**config.mk**
```make
export PLATFORM = sky130hd
export DESIGN_NAME = nic_pwr_ctl
export DESIGN_NICKNAME = d
export VERILOG_FILES = /design/src/rtl/nic_pwr_pkg.sv /design/src/rtl/nic_pwr_cfg_dec.sv /design/src/rtl/nic_pwr_wake.sv /design/src/rtl/nic_pwr_clkrun.sv /design/src/rtl/nic_pwr_ctl.sv
export SDC_FILE = /design/constraint.sdc
export NUM_CORES = 1
export LEC_CHECK = 0
export ABC_AREA = 1
export BUFFER_PORTS_ARGS = -buffer_cell sky130_fd_sc_hd__buf_2
export CAP_MARGIN = 15
export CORE_MARGIN = 2
export CORE_UTILIZATION = 35
export DETAILED_ROUTE_END_ITERATION = 7
export GPL_ROUTABILITY_DRIVEN = 0
export PLACE_DENSITY_LB_ADDON = 0.05
export SLEW_MARGIN = 5
export SYNTH_ARGS = -nofsm -noshare
export SYNTH_HDL_FRONTEND = slang
export SYNTH_HIERARCHICAL = 1
export SYNTH_SLANG_ARGS = --single-unit
```
**constraint.sdc**
```tcl
create_clock -name clk -period 1.94 [get_ports clk]
set_input_delay 0.194 -clock clk [delete_from_list [all_inputs] [get_ports clk]]
set_output_delay 0.194 -clock clk [all_outputs]
set_load 0.005 [all_outputs]
```
**src/rtl/nic_pwr_pkg.sv**
```systemverilog
package nic_pwr_pkg;

    typedef enum logic [2:0] {
        PS_D0U = 3'd0,
        PS_D0A = 3'd1,
        PS_D1  = 3'd2,
        PS_D2  = 3'd3,
        PS_D3H = 3'd4,
        PS_D3C = 3'd5
    } pstate_e;

    localparam int CFG_AW_DEF      = 8;
    localparam int CFG_DW_DEF      = 8;
    localparam int NUM_BARS_DEF    = 3;
    localparam int BAR_BASE_DEF    = 'h10;
    localparam int BAR_STRIDE_DEF  = 4;
    localparam int PMCTL_ADDR_DEF  = 'h44;
    localparam int STATE_LSB_DEF   = 0;
    localparam int CKR_EN_BIT_DEF  = 2;
    localparam int PME_CLR_BIT_DEF = 7;

endpackage

```
**src/rtl/nic_pwr_cfg_dec.sv**
```systemverilog
module nic_pwr_cfg_dec #(
    parameter int AW         = 8,
    parameter int NUM_BARS   = 3,
    parameter int BAR_BASE   = 'h10,
    parameter int BAR_STRIDE = 4,
    parameter int PMCTL_ADDR = 'h44
) (
    input  logic          wr_ok,
    input  logic [AW-1:0] addr,
    output logic          bar_wr,
    output logic          pm_wr
);
    logic [NUM_BARS-1:0] hit;

    for (genvar i = 0; i < NUM_BARS; i++) begin : g_bar
        localparam logic [AW-1:0] BAR_ADDR = AW'(BAR_BASE + i * BAR_STRIDE);
        assign hit[i] = (addr == BAR_ADDR);
    end

    assign bar_wr = wr_ok && (|hit);
    assign pm_wr  = wr_ok && (addr == AW'(PMCTL_ADDR));
endmodule

```
**src/rtl/nic_pwr_wake.sv**
```systemverilog
module nic_pwr_wake
    import nic_pwr_pkg::*;
(
    input  logic    clk,
    input  logic    rst_n,
    input  pstate_e state,
    input  logic    link_chg,
    input  logic    wake_pkt,
    input  logic    aux_pwr,
    input  logic    clr,
    output logic    pme_n
);
    typedef struct packed {
        logic pme;
    } wake_t;

    wake_t q, d;
    logic  qual;

    always_comb begin
        unique case (state)
            PS_D0U:                qual = 1'b0;
            PS_D0A:                qual = link_chg;
            PS_D1, PS_D2, PS_D3H:  qual = link_chg | wake_pkt;
            PS_D3C:                qual = (link_chg | wake_pkt) & aux_pwr;
            default:               qual = 1'b0;
        endcase
        d = q;
        if (qual)     d.pme = 1'b1;
        else if (clr) d.pme = 1'b0;
    end

    always_ff @(posedge clk or negedge rst_n) begin
        if (!rst_n) q <= '0;
        else        q <= d;
    end

    assign pme_n = ~q.pme;
endmodule

```
**src/rtl/nic_pwr_clkrun.sv**
```systemverilog
module nic_pwr_clkrun (
    input  logic clk,
    input  logic rst_n,
    input  logic active,
    input  logic en_wr,
    input  logic en_val,
    input  logic stop_req,
    input  logic busy,
    output logic clkrun_n
);
    typedef struct packed {
        logic en;
        logic drv;
    } ckr_t;

    ckr_t q, d;

    always_comb begin
        d     = q;
        d.en  = en_wr ? en_val : q.en;
        d.drv = !q.en || (active && stop_req && busy);
    end

    always_ff @(posedge clk or negedge rst_n) begin
        if (!rst_n) begin
            q.en  <= 1'b1;
            q.drv <= 1'b0;
        end else begin
            q <= d;
        end
    end

    assign clkrun_n = ~q.drv;
endmodule

```
**src/rtl/nic_pwr_ctl.sv**
```systemverilog
module nic_pwr_ctl
    import nic_pwr_pkg::*;
#(
    parameter int CFG_AW      = CFG_AW_DEF,
    parameter int CFG_DW      = CFG_DW_DEF,
    parameter int NUM_BARS    = NUM_BARS_DEF,
    parameter int BAR_BASE    = BAR_BASE_DEF,
    parameter int BAR_STRIDE  = BAR_STRIDE_DEF,
    parameter int PMCTL_ADDR  = PMCTL_ADDR_DEF,
    parameter int STATE_LSB   = STATE_LSB_DEF,
    parameter int CKR_EN_BIT  = CKR_EN_BIT_DEF,
    parameter int PME_CLR_BIT = PME_CLR_BIT_DEF
) (
    input  logic              clk,
    input  logic              rst_n,
    input  logic              cfg_wr,
    input  logic [CFG_AW-1:0] cfg_addr,
    input  logic [CFG_DW-1:0] cfg_wdata,
    input  logic              link_chg,
    input  logic              wake_pkt,
    input  logic              aux_pwr,
    input  logic              main_pwr_ok,
    input  logic              clk_stop_req,
    input  logic              link_busy,
    output logic [2:0]        pwr_state,
    output logic              txn_en,
    output logic              pme_n,
    output logic              clkrun_n
);
    localparam int SEL_W = 2;

    typedef struct packed {
        pstate_e st;
    } fsm_t;

    fsm_t             q, d;
    logic             wr_ok, bar_wr, pm_wr;
    logic [SEL_W-1:0] sel;
    pstate_e          sel_st;

    assign wr_ok = cfg_wr && (q.st != PS_D3C);
    assign sel   = cfg_wdata[STATE_LSB +: SEL_W];

    nic_pwr_cfg_dec #(
        .AW(CFG_AW), .NUM_BARS(NUM_BARS), .BAR_BASE(BAR_BASE),
        .BAR_STRIDE(BAR_STRIDE), .PMCTL_ADDR(PMCTL_ADDR)
    ) u_dec (
        .wr_ok (wr_ok),
        .addr  (cfg_addr),
        .bar_wr(bar_wr),
        .pm_wr (pm_wr)
    );

    always_comb begin
        unique case (sel)
            2'b00:   sel_st = (q.st == PS_D0U) ? PS_D0U : PS_D0A;
            2'b01:   sel_st = PS_D1;
            2'b10:   sel_st = PS_D2;
            default: sel_st = PS_D3H;
        endcase
    end

    always_comb begin
        d = q;
        unique case (q.st)
            PS_D3C: begin
                if (main_pwr_ok) d.st = PS_D0U;
            end
            PS_D3H: begin
                if (!main_pwr_ok) d.st = PS_D3C;
                else if (pm_wr)   d.st = sel_st;
            end
            default: begin
                if (pm_wr)                         d.st = sel_st;
                else if (bar_wr && q.st == PS_D0U) d.st = PS_D0A;
            end
        endcase
    end

    always_ff @(posedge clk or negedge rst_n) begin
        if (!rst_n) q.st <= PS_D0U;
        else        q    <= d;
    end

    nic_pwr_wake u_wake (
        .clk     (clk),
        .rst_n   (rst_n),
        .state   (q.st),
        .link_chg(link_chg),
        .wake_pkt(wake_pkt),
        .aux_pwr (aux_pwr),
        .clr     (pm_wr && cfg_wdata[PME_CLR_BIT]),
        .pme_n   (pme_n)
    );

    nic_pwr_clkrun u_ckr (
        .clk     (clk),
        .rst_n   (rst_n),
        .active  (q.st == PS_D0A),
        .en_wr   (pm_wr),
        .en_val  (cfg_wdata[CKR_EN_BIT]),
        .stop_req(clk_stop_req),
        .busy    (link_busy),
        .clkrun_n(clkrun_n)
    );

    assign pwr_state = q.st;
    assign txn_en    = (q.st == PS_D0U) || (q.st == PS_D0A);
endmodule

```
==> qor.yml, run 1 <==
cells_and_area:
  multiInputGateArea_um2: 319
  n_fill_cell: 177
  layout_commonest_cell: "nand2_1"
  syn_to_final_growth_pct: 39.7
  mostFrequentLayoutCells: "31 x nand2_1, 26 x buf_2, 19 x inv_1, 12 x nor2_1, 10 x nand3_1"
  nNetsFinal: 155
  final_cells: 143
  final_area_um2: 762
  seqCellArea_um2: 151
  num_antenna_cells: 0
  drive_gt1_share_pct: 31.5
  final_core_util_pct: 51.2
timing:
  slew_violations: 0
  slew_headroom_pct: 87.0
  fin_ws_ns: 0.345
  worst_slew_pin_slew_ns: 0.194
  rsz0062_at_grt: "no"
  fin_worst_skew_ns: 0.0124
  tns_ns: 0
  post-route-period-util_pct: 82.2
  hold_viol: 0
  fmax_mhz: 627
  min_period_ns: 1.60
  setup_viol: 0
  holdWs_ns: 0.143
yosys:
  syn_avg_cell_area_um2: 5.93
  yosys_warnings: 6
  syn-num-nets: 119
  synth_area_leaders: "dfrtp_1 23%, nand2_1 21%, inv_1 13%"
  synthesis.instances: 92
  ys_ff_latch: 6
  seq_area_frac_synth_pct: 27.8
  synth_area_leader_cell: "dfrtp_1"
  yosysUniqueCellTypes: 18
  syn_area_um2: 546
  synth.top_cell.area_share_pct: 22.9
detailed_routing:
  wl_per_cell_um: 8.60
  ant_nets: 0
  viasPerCell: 4.33
  drtIter0Drc: 9
  drtPass1Iterations: 3
  vias: 619
  routed_wl_um: 1230
  drc: 0
placed_design:
  dp_cells: 138
  io_buffers: 26
  dp_slack_ns: 0.325
  post-dp-hpwl_um: 988
  placed_cell_area_um2: 726
critical_path:
  cp_max_fo: 7
  rr_worst_depth: 13
  r2r-end: "pwr_state[2]$_DFFE_PN0P_"
  crit_path_end_kind: "flip-flop"
  r2r_slack_ns: 0.34
  reg2reg_from: "pwr_state[2]$_DFFE_PN0P_"
  crit_path_start_kind: "flip-flop"
  cp.required_ns: 2.12
  arrival_ns: 1.77
  crit_type: "flip-flop to flip-flop"
power_and_ir_drop:
  power_mw: 0.354
  power_density_nw_per_um2: 464
  p_leak_nw: 0.457
  peakVddDrop_v: 0.000425
hold_path:
  hp-class: "primary input to flip-flop"
  hold_end: "u_ckr/q[1]$_DFFE_PN1P_"
  hp-start: "cfg_wdata[2]"
  hold_depth: 3
die:
  io_pins: 31
  num_rows: 14
  start_util_pct: 36.6
  fp.dieH_um: 43.5
  chipWidth_um: 43.5
  die-area_um2: 1890
  coreArea_um2: 1490
global_routing:
  grt_pass1_vias: 530
  overflow: 0
  grt_max_degree: 8
  grt_pass1_wl_um: 2060
  track_usage_pct: 14.5
  antenna_found_initial: 0
run:
  maxCapViolations: 0
status:
  status: "finished, final reports clean"
clock_tree:
  htreeDepth: 1
  clk_pin_slew_ns: 0.04
  clk_path_buf_depth: 2
  cts_made_buffers: 3
  ctsRootBufferMaster: "clkbuf_4"
  cts.sinks: 6
  clk_latency_ns: 0.25
  post_cts_buffers: 0
  tritoncts: "done"
[report_power, final]
group / internal [mW] / leakage [nW] / switching [mW] / total, mW
registers: 0.133 / 0.0689 / 0.00277 / 0.136
logic: 0.0424 / 0.373 / 0.0498 / 0.0922
clock network: 0.0780 / 0.0150 / 0.0473 / 0.125
[how the worst max path moves through the flow]
stage | depth (start not counted) | slack [ns] | end | from
2_1_floorplan | 14 | 0.20 | pwr_state[0]$_DFFE_PN0P_ | pwr_state[1]$_DFFE_PN0P_
3_3_place_gp | 13 | 0.36 | pwr_state[0]$_DFFE_PN0P_ | pwr_state[2]$_DFFE_PN0P_
3_5_place_dp | 13 | 0.32 | pwr_state[2]$_DFFE_PN0P_ | pwr_state[2]$_DFFE_PN0P_
4_1_cts | 13 | 0.32 | pwr_state[2]$_DFFE_PN0P_ | pwr_state[2]$_DFFE_PN0P_
5_1_grt | 13 | 0.09 | pwr_state[2]$_DFFE_PN0P_ | pwr_state[0]$_DFFE_PN0P_
6_report | 13 | 0.34 | pwr_state[2]$_DFFE_PN0P_ | pwr_state[2]$_DFFE_PN0P_
[flip-flops by register name, indices dropped and copies added, names as in the netlist]
name and count:
pwr_state 3, u_ckr/q 2, u_wake/q 1
[per-layer routing]
metal	share of wire, %	global-route usage (%)	wire length (µm)
met1	48	17.9	596
met2	46	25.1	566
met3	5.5	5.00	68
met4	0	1.82	0
met5	0	0	0
[worst max-delay path, cell delays in order, from the launching register on]
cell	delay (ns)
dfrtp_1	0.40
nand2_4	0.13
o21ai_0	0.08
inv_1	0.05
inv_1	0.04
nor2_2	0.09
nand3_1	0.07
nor2_1	0.12
inv_1	0.08
nand3_1	0.10
nand2_1	0.06
nor2_1	0.17
nand2_1	0.08
nand2_1	0.06
[logic make-up (layout without fill, tap and decap cells)]
logic type | count (synthesis) | after routing | share of synthesized area (%)
buffers and inverters | 20 | 55 | 13.8
flip-flops | 6 | 6 | 27.8
AO/OA/AOI/OAI | 3 | 3 | 2.75
adder cells (fa/ha/maj) | 2 | 2 | 4.59
AND/OR/NAND/NOR | 61 | 61 | 51.1
[layout make-up]
type	count	share of cell area [%]
sequential	6	19.9
tap	16	2.63
multi-input combinational	66	41.9
inverter	20	9.85
timing repair buffer	31	22.3
clock buffer	4	3.45
[what timing repair did]
item,4_1_cts,5_1_grt
resized for setup,0,0
hold buffers,1,0
hold endpoints to repair,6,0
[Yosys cell counts]
library cell  number
a21oi_1            1
dfrtp_1            5
dfstp_2            1
ha_1               2
inv_1             19
inv_2              1
nand2_1           31
nand2_4            1
nand3_1           10
nand3_2            1
nand3b_1           1
nor2_1            12
nor2_2             1
nor2_4             1
nor3_1             1
nor3_2             1
o21ai_0            2
or2_1              1
(Power assumes the default switching activity.)
==> run 2: changes to the inputs <==
==> constraint.sdc (replaced) <==
create_clock -name clk -period 1.7 [get_ports clk]
set_input_delay 0.17 -clock clk [delete_from_list [all_inputs] [get_ports clk]]
set_output_delay 0.17 -clock clk [all_outputs]
set_load 0.005 [all_outputs]
==> run 2 against run 1 <==
Utilization increased by 0.84 points. Clock-buffer cell count unchanged. Largest power group unchanged. Critical path type unchanged. Critical path depth unchanged. Design area is 1.6% higher.
==> qor.yml, run 2 (synthesized netlist as in run 1, its figures left out) <==
die:
  start_util_pct: 36.6  # unchanged
  io_pins: 31  # unchanged
  chipWidth_um: 43.5  # unchanged
  die-area_um2: 1890  # unchanged
  fp.dieH_um: 43.5  # unchanged
  coreArea_um2: 1490  # unchanged
  num_rows: 14  # unchanged
cells_and_area:
  nNetsFinal: 156  # was 155
  num_antenna_cells: 0  # unchanged
  largest_reg_flops: 3  # unchanged
  syn_to_final_growth_pct: 42.0  # was 39.7%
  layout_commonest_cell: "nand2_1"  # unchanged
  drive_gt1_share_pct: 34.4  # was 31.5%
  mostFrequentLayoutCells: "31 x nand2_1, 26 x buf_2, 18 x inv_1, 10 x nor2_1, 10 x nand3_1"  # was 31 x nand2_1, 26 x buf_2, 19 x inv_1, 12 x nor2_1, 10 x nand3_1
  n_fill_cell: 166  # was 177
clock_tree:
  cts_made_buffers: 3  # unchanged
  clk_path_buf_depth: 2  # unchanged
  htreeDepth: 1  # unchanged
  ctsRootBufferMaster: "clkbuf_4"  # unchanged
  clk_latency_ns: 0.25  # about the same
  clk_pin_slew_ns: 0.05  # was 0.04 ns
  cts.sinks: 6  # unchanged
  tritoncts: "done"  # unchanged
critical_path:
  crit_path_start_kind: "flip-flop"  # unchanged
  rr_worst_depth: 13  # unchanged
  crit_start: "pwr_state[1]$_DFFE_PN0P_"  # was pwr_state[2]$_DFFE_PN0P_
  arrival_ns: 1.68  # was 1.77 ns
  cp.required_ns: 1.89  # was 2.12 ns
  reg2reg_from: "pwr_state[1]$_DFFE_PN0P_"  # was pwr_state[2]$_DFFE_PN0P_
  critPathCapture: "u_wake/q$_DFFE_PN0P_"  # was pwr_state[2]$_DFFE_PN0P_
  r2r-end: "u_wake/q$_DFFE_PN0P_"  # was pwr_state[2]$_DFFE_PN0P_
  crit_path_end_kind: "flip-flop"  # unchanged
  cp_max_fo: 6  # was 7
  crit_type: "flip-flop to flip-flop"  # unchanged
  r2r_slack_ns: 0.21  # was 0.34 ns
detailed_routing:
  wl_per_cell_um: 8.33  # was 8.60 µm
  wl_met1_um: 547  # was 596 µm
  route.met3.wl_um: 75  # was 68 µm
  vias: 639  # was 619
  wl_met2_um: 542  # was 566 µm
  drtPass1Iterations: 4  # was 3
  drc: 0  # unchanged
  viasPerCell: 4.44  # was 4.33
  routed.top_layer: "met4"  # was met3
  routed_wl_um: 1200  # was 1230 µm
  ant_nets: 0  # unchanged
  drtIter0Drc: 7  # was 9
global_routing:
  track_usage_pct: 15.9  # was 14.5%
  grt_pass1_wl_um: 2190  # was 2060 µm
  antenna_found_initial: 0  # unchanged
  grt_pass1_vias: 552  # was 530
  overflow: 0  # unchanged
  grt_max_degree: 8  # unchanged
power_and_ir_drop:
  p_leak_nw: 0.459  # was 0.457 nW
  power_density_nw_per_um2: 527  # was 464 nW/µm²
  combinationalPowerShare_pct: 25.7  # was 26.1%
  clock_power_share_pct: 36.0  # was 35.4%
  pwr-share-seq_pct: 38.3  # was 38.5%
  swShare_pct: 28.9  # was 28.2%
  p_int_mw: 0.290  # was 0.254 mW
  peakVddDrop_v: 0.000358  # was 0.000425 V
  p_sw_mw: 0.118  # was 0.0998 mW
timing:
  min_period_ns: 1.49  # was 1.60 ns
  fmax_mhz: 673  # was 627 MHz
  worst_slew_pin_slew_ns: 0.176  # was 0.194 ns
  setup_viol: 0  # unchanged
  slew_violations: 0  # unchanged
  fin_worst_skew_ns: 0.00625  # was 0.0124 ns
  rsz0062_at_grt: "no"  # unchanged
  slew_headroom_pct: 88.2  # was 87.0%
  post-route-period-util_pct: 87.5  # was 82.2%
  tns_ns: 0  # unchanged
  hold_viol: 0  # unchanged
  holdWs_ns: 0.107  # was 0.143 ns
hold_path:
  hp-class: "primary input to flip-flop"  # unchanged
  hold_depth: 3  # unchanged
placed_design:
  io_buffers: 26  # unchanged
  post-dp-hpwl_um: 970  # was 988 µm
status:
  status: "finished, final reports clean"  # unchanged
run:
  maxCapViolations: 0  # unchanged
-- run 2: per-layer routing --
layer	up-vias	GRT usage, %
li1	345	-
met1	274	18.7
met2	16	25.4
met3	4	6.67
met4	0	7.27
met5	-	0
-- run 2: how the worst min path moves through the flow --
stage,startpoint,end,slack [ns]
floorplan,rst_n,pwr_state[0]$_DFFE_PN0P_,-0.13
global placement,rst_n,u_wake/q$_DFFE_PN0P_,-0.002
detailed placement,rst_n,u_wake/q$_DFFE_PN0P_,0.003
CTS,cfg_wdata[2],u_ckr/q[1]$_DFFE_PN1P_,0.11
global route,cfg_wdata[2],u_ckr/q[1]$_DFFE_PN1P_,0.14
finish,cfg_wdata[2],u_ckr/q[1]$_DFFE_PN1P_,0.11
-- run 2: power groups by stage --
stage	combinational, mW	sequential (mW)	clock [mW]
final	0.105	0.156	0.147
after global routing	0.124	0.158	0.159
after CTS	0.108	0.155	0.150
after detailed placement	0.106	0.157	0
after global placement	0.104	0.157	0
after floorplan	0.0427	0.166	0
-- run 2: stage by stage --
step | power [mW] | instances | cell area, µm² | setup WS, ns | util (%)
finish | 0.408 | 144 | 774 | 0.213 | 52.0
global route | 0.440 | 144 | 774 | 0.0181 | 52.0
CTS | 0.413 | 143 | 764 | 0.110 | 51.3
detailed placement | 0.263 | 138 | 728 | 0.118 | 48.9
global placement | 0.261 | 138 | 728 | 0.137 | 48.9
floorplan | 0.209 | 92 | 548 | 0.0511 | -
-- run 2: area by class of cell --
type / instances / area [µm²] / area share, %
Multi-Input combinational cell: 66 / 324 / 41.8
Inverter: 20 / 75.1 / 9.69
Tap cell: 16 / 20.0 / 2.58
Clock buffer: 4 / 26.3 / 3.39
Sequential cell: 6 / 151 / 19.5
Timing Repair Buffer: 32 / 178 / 22.9
-- run 2: critical path: stages, from the launching register on --
cell	delay, ns
dfrtp_1	0.38
inv_2	0.07
nand2_4	0.04
o21ai_0	0.14
inv_1	0.05
inv_1	0.06
nor2_2	0.04
nand3_1	0.07
nor2_2	0.04
buf_4	0.15
nand2_1	0.05
inv_1	0.03
or2_1	0.21
nand2_1	0.07
-- run 2: timing repair --
| item | 4_1_cts | 5_1_grt |
|---|---|---|
| resized for setup | 0 | 2 |
| endpoints found under the hold margin | 6 | 0 |
| setup endpoints to repair | 0 | 3 |
| hold buffers | 1 | 0 |
| buffers inserted | 0 | 1 |
==> run 3: changes to the inputs <==
--- a/config.mk
+++ b/config.mk
@@ -6,6 +6,7 @@
 export NUM_CORES = 1
 export LEC_CHECK = 0
 export ABC_AREA = 1
+export ABC_CLOCK_PERIOD_IN_PS = 1700
 export BUFFER_PORTS_ARGS = -buffer_cell sky130_fd_sc_hd__buf_2
 export CAP_MARGIN = 15
 export CORE_MARGIN = 2
@@ -13,6 +14,7 @@
 export DETAILED_ROUTE_END_ITERATION = 7
 export GPL_ROUTABILITY_DRIVEN = 0
 export PLACE_DENSITY_LB_ADDON = 0.05
+export REMOVE_ABC_BUFFERS = 1
 export SLEW_MARGIN = 5
 export SYNTH_ARGS = -nofsm -noshare
 export SYNTH_HDL_FRONTEND = slang
==> run 3 against run 2 <==
Power rose by 0.53%. Cell count is the same. Clock power about the same. Combinational power hardly changed. Worst hold slack better by 0.0079 ns. Via count grew 2.2%. Critical path depth decreased by 1. Flip-flop and latch count unchanged. Routed wire length up 3.7%. Design area stayed put. Largest power group unchanged.
==> qor.yml, run 3 (synthesized netlist as in run 1, its figures left out) <==
critical_path:
  crit_path_end_kind: "flip-flop"  # unchanged
  r2r_slack_ns: 0.21  # about the same
  reg2reg_from: "pwr_state[0]$_DFFE_PN0P_"  # was pwr_state[1]$_DFFE_PN0P_
  path_common_cell: "inv_1"  # unchanged
  critPathSlowestCell: "dfrtp_1"  # unchanged
  cp.required_ns: 1.84  # was 1.89 ns
  cp_max_fo: 3  # was 6
  crit_type: "flip-flop to flip-flop"  # unchanged
  crit_path_start_kind: "flip-flop"  # unchanged
  arrival_ns: 1.63  # was 1.68 ns
  crit_start: "pwr_state[0]$_DFFE_PN0P_"  # was pwr_state[1]$_DFFE_PN0P_
  slowest_delay_ns: 0.38  # about the same
  cp_cell_sequence: "inv_2 -> o21ai_0 -> inv_1 -> inv_1 -> nor2_2 -> nand3_1 -> nor2_2 -> inv_1 -> nand3_1 -> nand3b_1 -> nand2_1 -> nand2_1"  # was inv_2 -> nand2_4 -> o21ai_0 -> inv_1 -> inv_1 -> nor2_2 -> nand3_1 -> nor2_2 -> buf_4 -> nand2_1 -> inv_1 -> or2_1 -> nand2_1
clock_tree:
  clk_path_buf_depth: 2  # unchanged
  clk_pin_slew_ns: 0.05  # about the same
  htreeDepth: 1  # unchanged
  post_cts_buffers: 0  # unchanged
  cts_made_buffers: 3  # unchanged
  cts.sinks: 6  # unchanged
  tritoncts: "done"  # unchanged
  ctsRootBufferMaster: "clkbuf_4"  # unchanged
  clk_latency_ns: 0.25  # about the same
placed_design:
  dp_slack_ns: 0.157  # was 0.118 ns
  io_buffers: 26  # unchanged
  post-dp-hpwl_um: 959  # was 970 µm
  dp_cells: 139  # was 138
  placed_cell_area_um2: 733  # was 728 µm²
cells_and_area:
  num_antenna_cells: 0  # unchanged
  layout_commonest_cell: "nand2_1"  # unchanged
  largest_reg_flops: 3  # unchanged
  drive_gt1_share_pct: 34.4  # unchanged
  n_fill_cell: 153  # was 166
  final_area_um2: 774  # unchanged
  mostFrequentLayoutCells: "31 x nand2_1, 26 x buf_2, 18 x inv_1, 10 x nor2_1, 10 x nand3_1"  # unchanged
  final_cells: 144  # unchanged
  final_core_util_pct: 52.0  # unchanged
  nNetsFinal: 156  # unchanged
  syn_to_final_growth_pct: 42.0  # unchanged
die:
  num_rows: 14  # unchanged
  die-area_um2: 1890  # unchanged
  fp.dieH_um: 43.5  # unchanged
  start_util_pct: 36.6  # unchanged
  chipWidth_um: 43.5  # unchanged
  io_pins: 31  # unchanged
  coreArea_um2: 1490  # unchanged
detailed_routing:
  drc: 0  # unchanged
  drtPass1Iterations: 4  # unchanged
  routed_wl_um: 1240  # was 1200 µm
  vias: 653  # was 639
  viasPerCell: 4.53  # was 4.44
  drtIter0Drc: 10  # was 7
  ant_nets: 0  # unchanged
  wl_met1_um: 607  # was 547 µm
  route.met3.wl_um: 77  # was 75 µm
  wl_per_cell_um: 8.63  # was 8.33 µm
  wl_met2_um: 557  # was 542 µm
  routed.top_layer: "met3"  # was met4
status:
  status: "finished, final reports clean"  # unchanged
power_and_ir_drop:
  power_density_nw_per_um2: 530  # was 527 nW/µm²
  p_leak_nw: 0.460  # was 0.459 nW
  peakVddDrop_v: 0.000436  # was 0.000358 V
global_routing:
  overflow: 0  # unchanged
  grt_pass1_wl_um: 2130  # was 2190 µm
  grt_pass1_vias: 527  # was 552
  track_usage_pct: 14.8  # was 15.9%
  antenna_found_initial: 0  # unchanged
  grt_max_degree: 8  # unchanged
timing:
  post-route-period-util_pct: 87.7  # was 87.5%
  hold_viol: 0  # unchanged
  tns_ns: 0  # unchanged
  rsz0062_at_grt: "no"  # unchanged
  slew_violations: 0  # unchanged
  fin_worst_skew_ns: 0.00373  # was 0.00625 ns
  slew_headroom_pct: 87.2  # was 88.2%
  min_period_ns: 1.49  # about the same
  fin_ws_ns: 0.210  # was 0.213 ns
  setup_viol: 0  # unchanged
  worst_slew_pin_slew_ns: 0.191  # was 0.176 ns
  fmax_mhz: 671  # was 673 MHz
hold_path:
  hp-start: "cfg_wdata[2]"  # unchanged
  hp-class: "primary input to flip-flop"  # unchanged
run:
  maxCapViolations: 0  # unchanged
## run 3: cell counts in the layout (fill, tap and decap cells not counted)
No cell type changed its count.
## run 3: repair_timing
action	in CTS	in global routing
hold buffers	1	0
resized for setup	0	3
setup endpoints to repair	0	3
endpoints found under the hold margin	6	0
## run 3: layout make-up
| type | instances | area (µm²) | share of cell area [%] |
|---|---|---|---|
| Clock buffer | 4 | 26.3 | 3.39 |
| Inverter | 20 | 75.1 | 9.69 |
| Multi-Input combinational cell | 66 | 324 | 41.8 |
| Sequential cell | 6 | 151 | 19.5 |
| Tap cell | 16 | 20.0 | 2.58 |
| Timing Repair Buffer | 32 | 178 | 22.9 |
## run 3: final timing paths
check | end | cells past startpoint
worst max-delay path | pwr_state[2]$_DFFE_PN0P_ | 12
worst min-delay path | u_ckr/q[1]$_DFFE_PN1P_ | 3
worst max register to register | pwr_state[2]$_DFFE_PN0P_ | 12
worst min register to register | u_ckr/q[0]$_DFF_PN0_ | 1
max in group asynchronous | u_ckr/q[1]$_DFFE_PN1P_ | 2
min in group asynchronous | u_wake/q$_DFFE_PN0P_ | 2
## run 3: per-layer routing
metal	global-route usage, %	up-vias
li1	-	348
met1	18.7	282
met2	24.5	23
met3	5.00	0
met4	3.64	0
met5	0	-
## run 3: worst max-delay path: cells and delay by family, from the launching register on
kind / cells / cell delay [ns]
DFF: 1 / 0.38
AOI/OAI and AO/OA: 1 / 0.09
buffers and inverters: 4 / 0.24
and+or+nand+nor: 7 / 0.67
## run 3: stage by stage
| step | power, mW | hold slack [ns] |
|---|---|---|
| finish | 0.410 | 0.115 |
| global placement | 0.261 | -0.00234 |
| floorplan | 0.208 | -0.126 |
| detailed placement | 0.263 | 0.00223 |
| global route | 0.443 | 0.136 |
| CTS | 0.414 | 0.106 |
## run 3: where the power goes
| group | internal, mW | switching, mW | leakage [nW] |
|---|---|---|---|
| combinational | 0.0488 | 0.0591 | 0.376 |
| sequential | 0.152 | 0.00435 | 0.0689 |
| clock | 0.0892 | 0.0567 | 0.0150 |
| total | 0.290 | 0.120 | 0.460 |
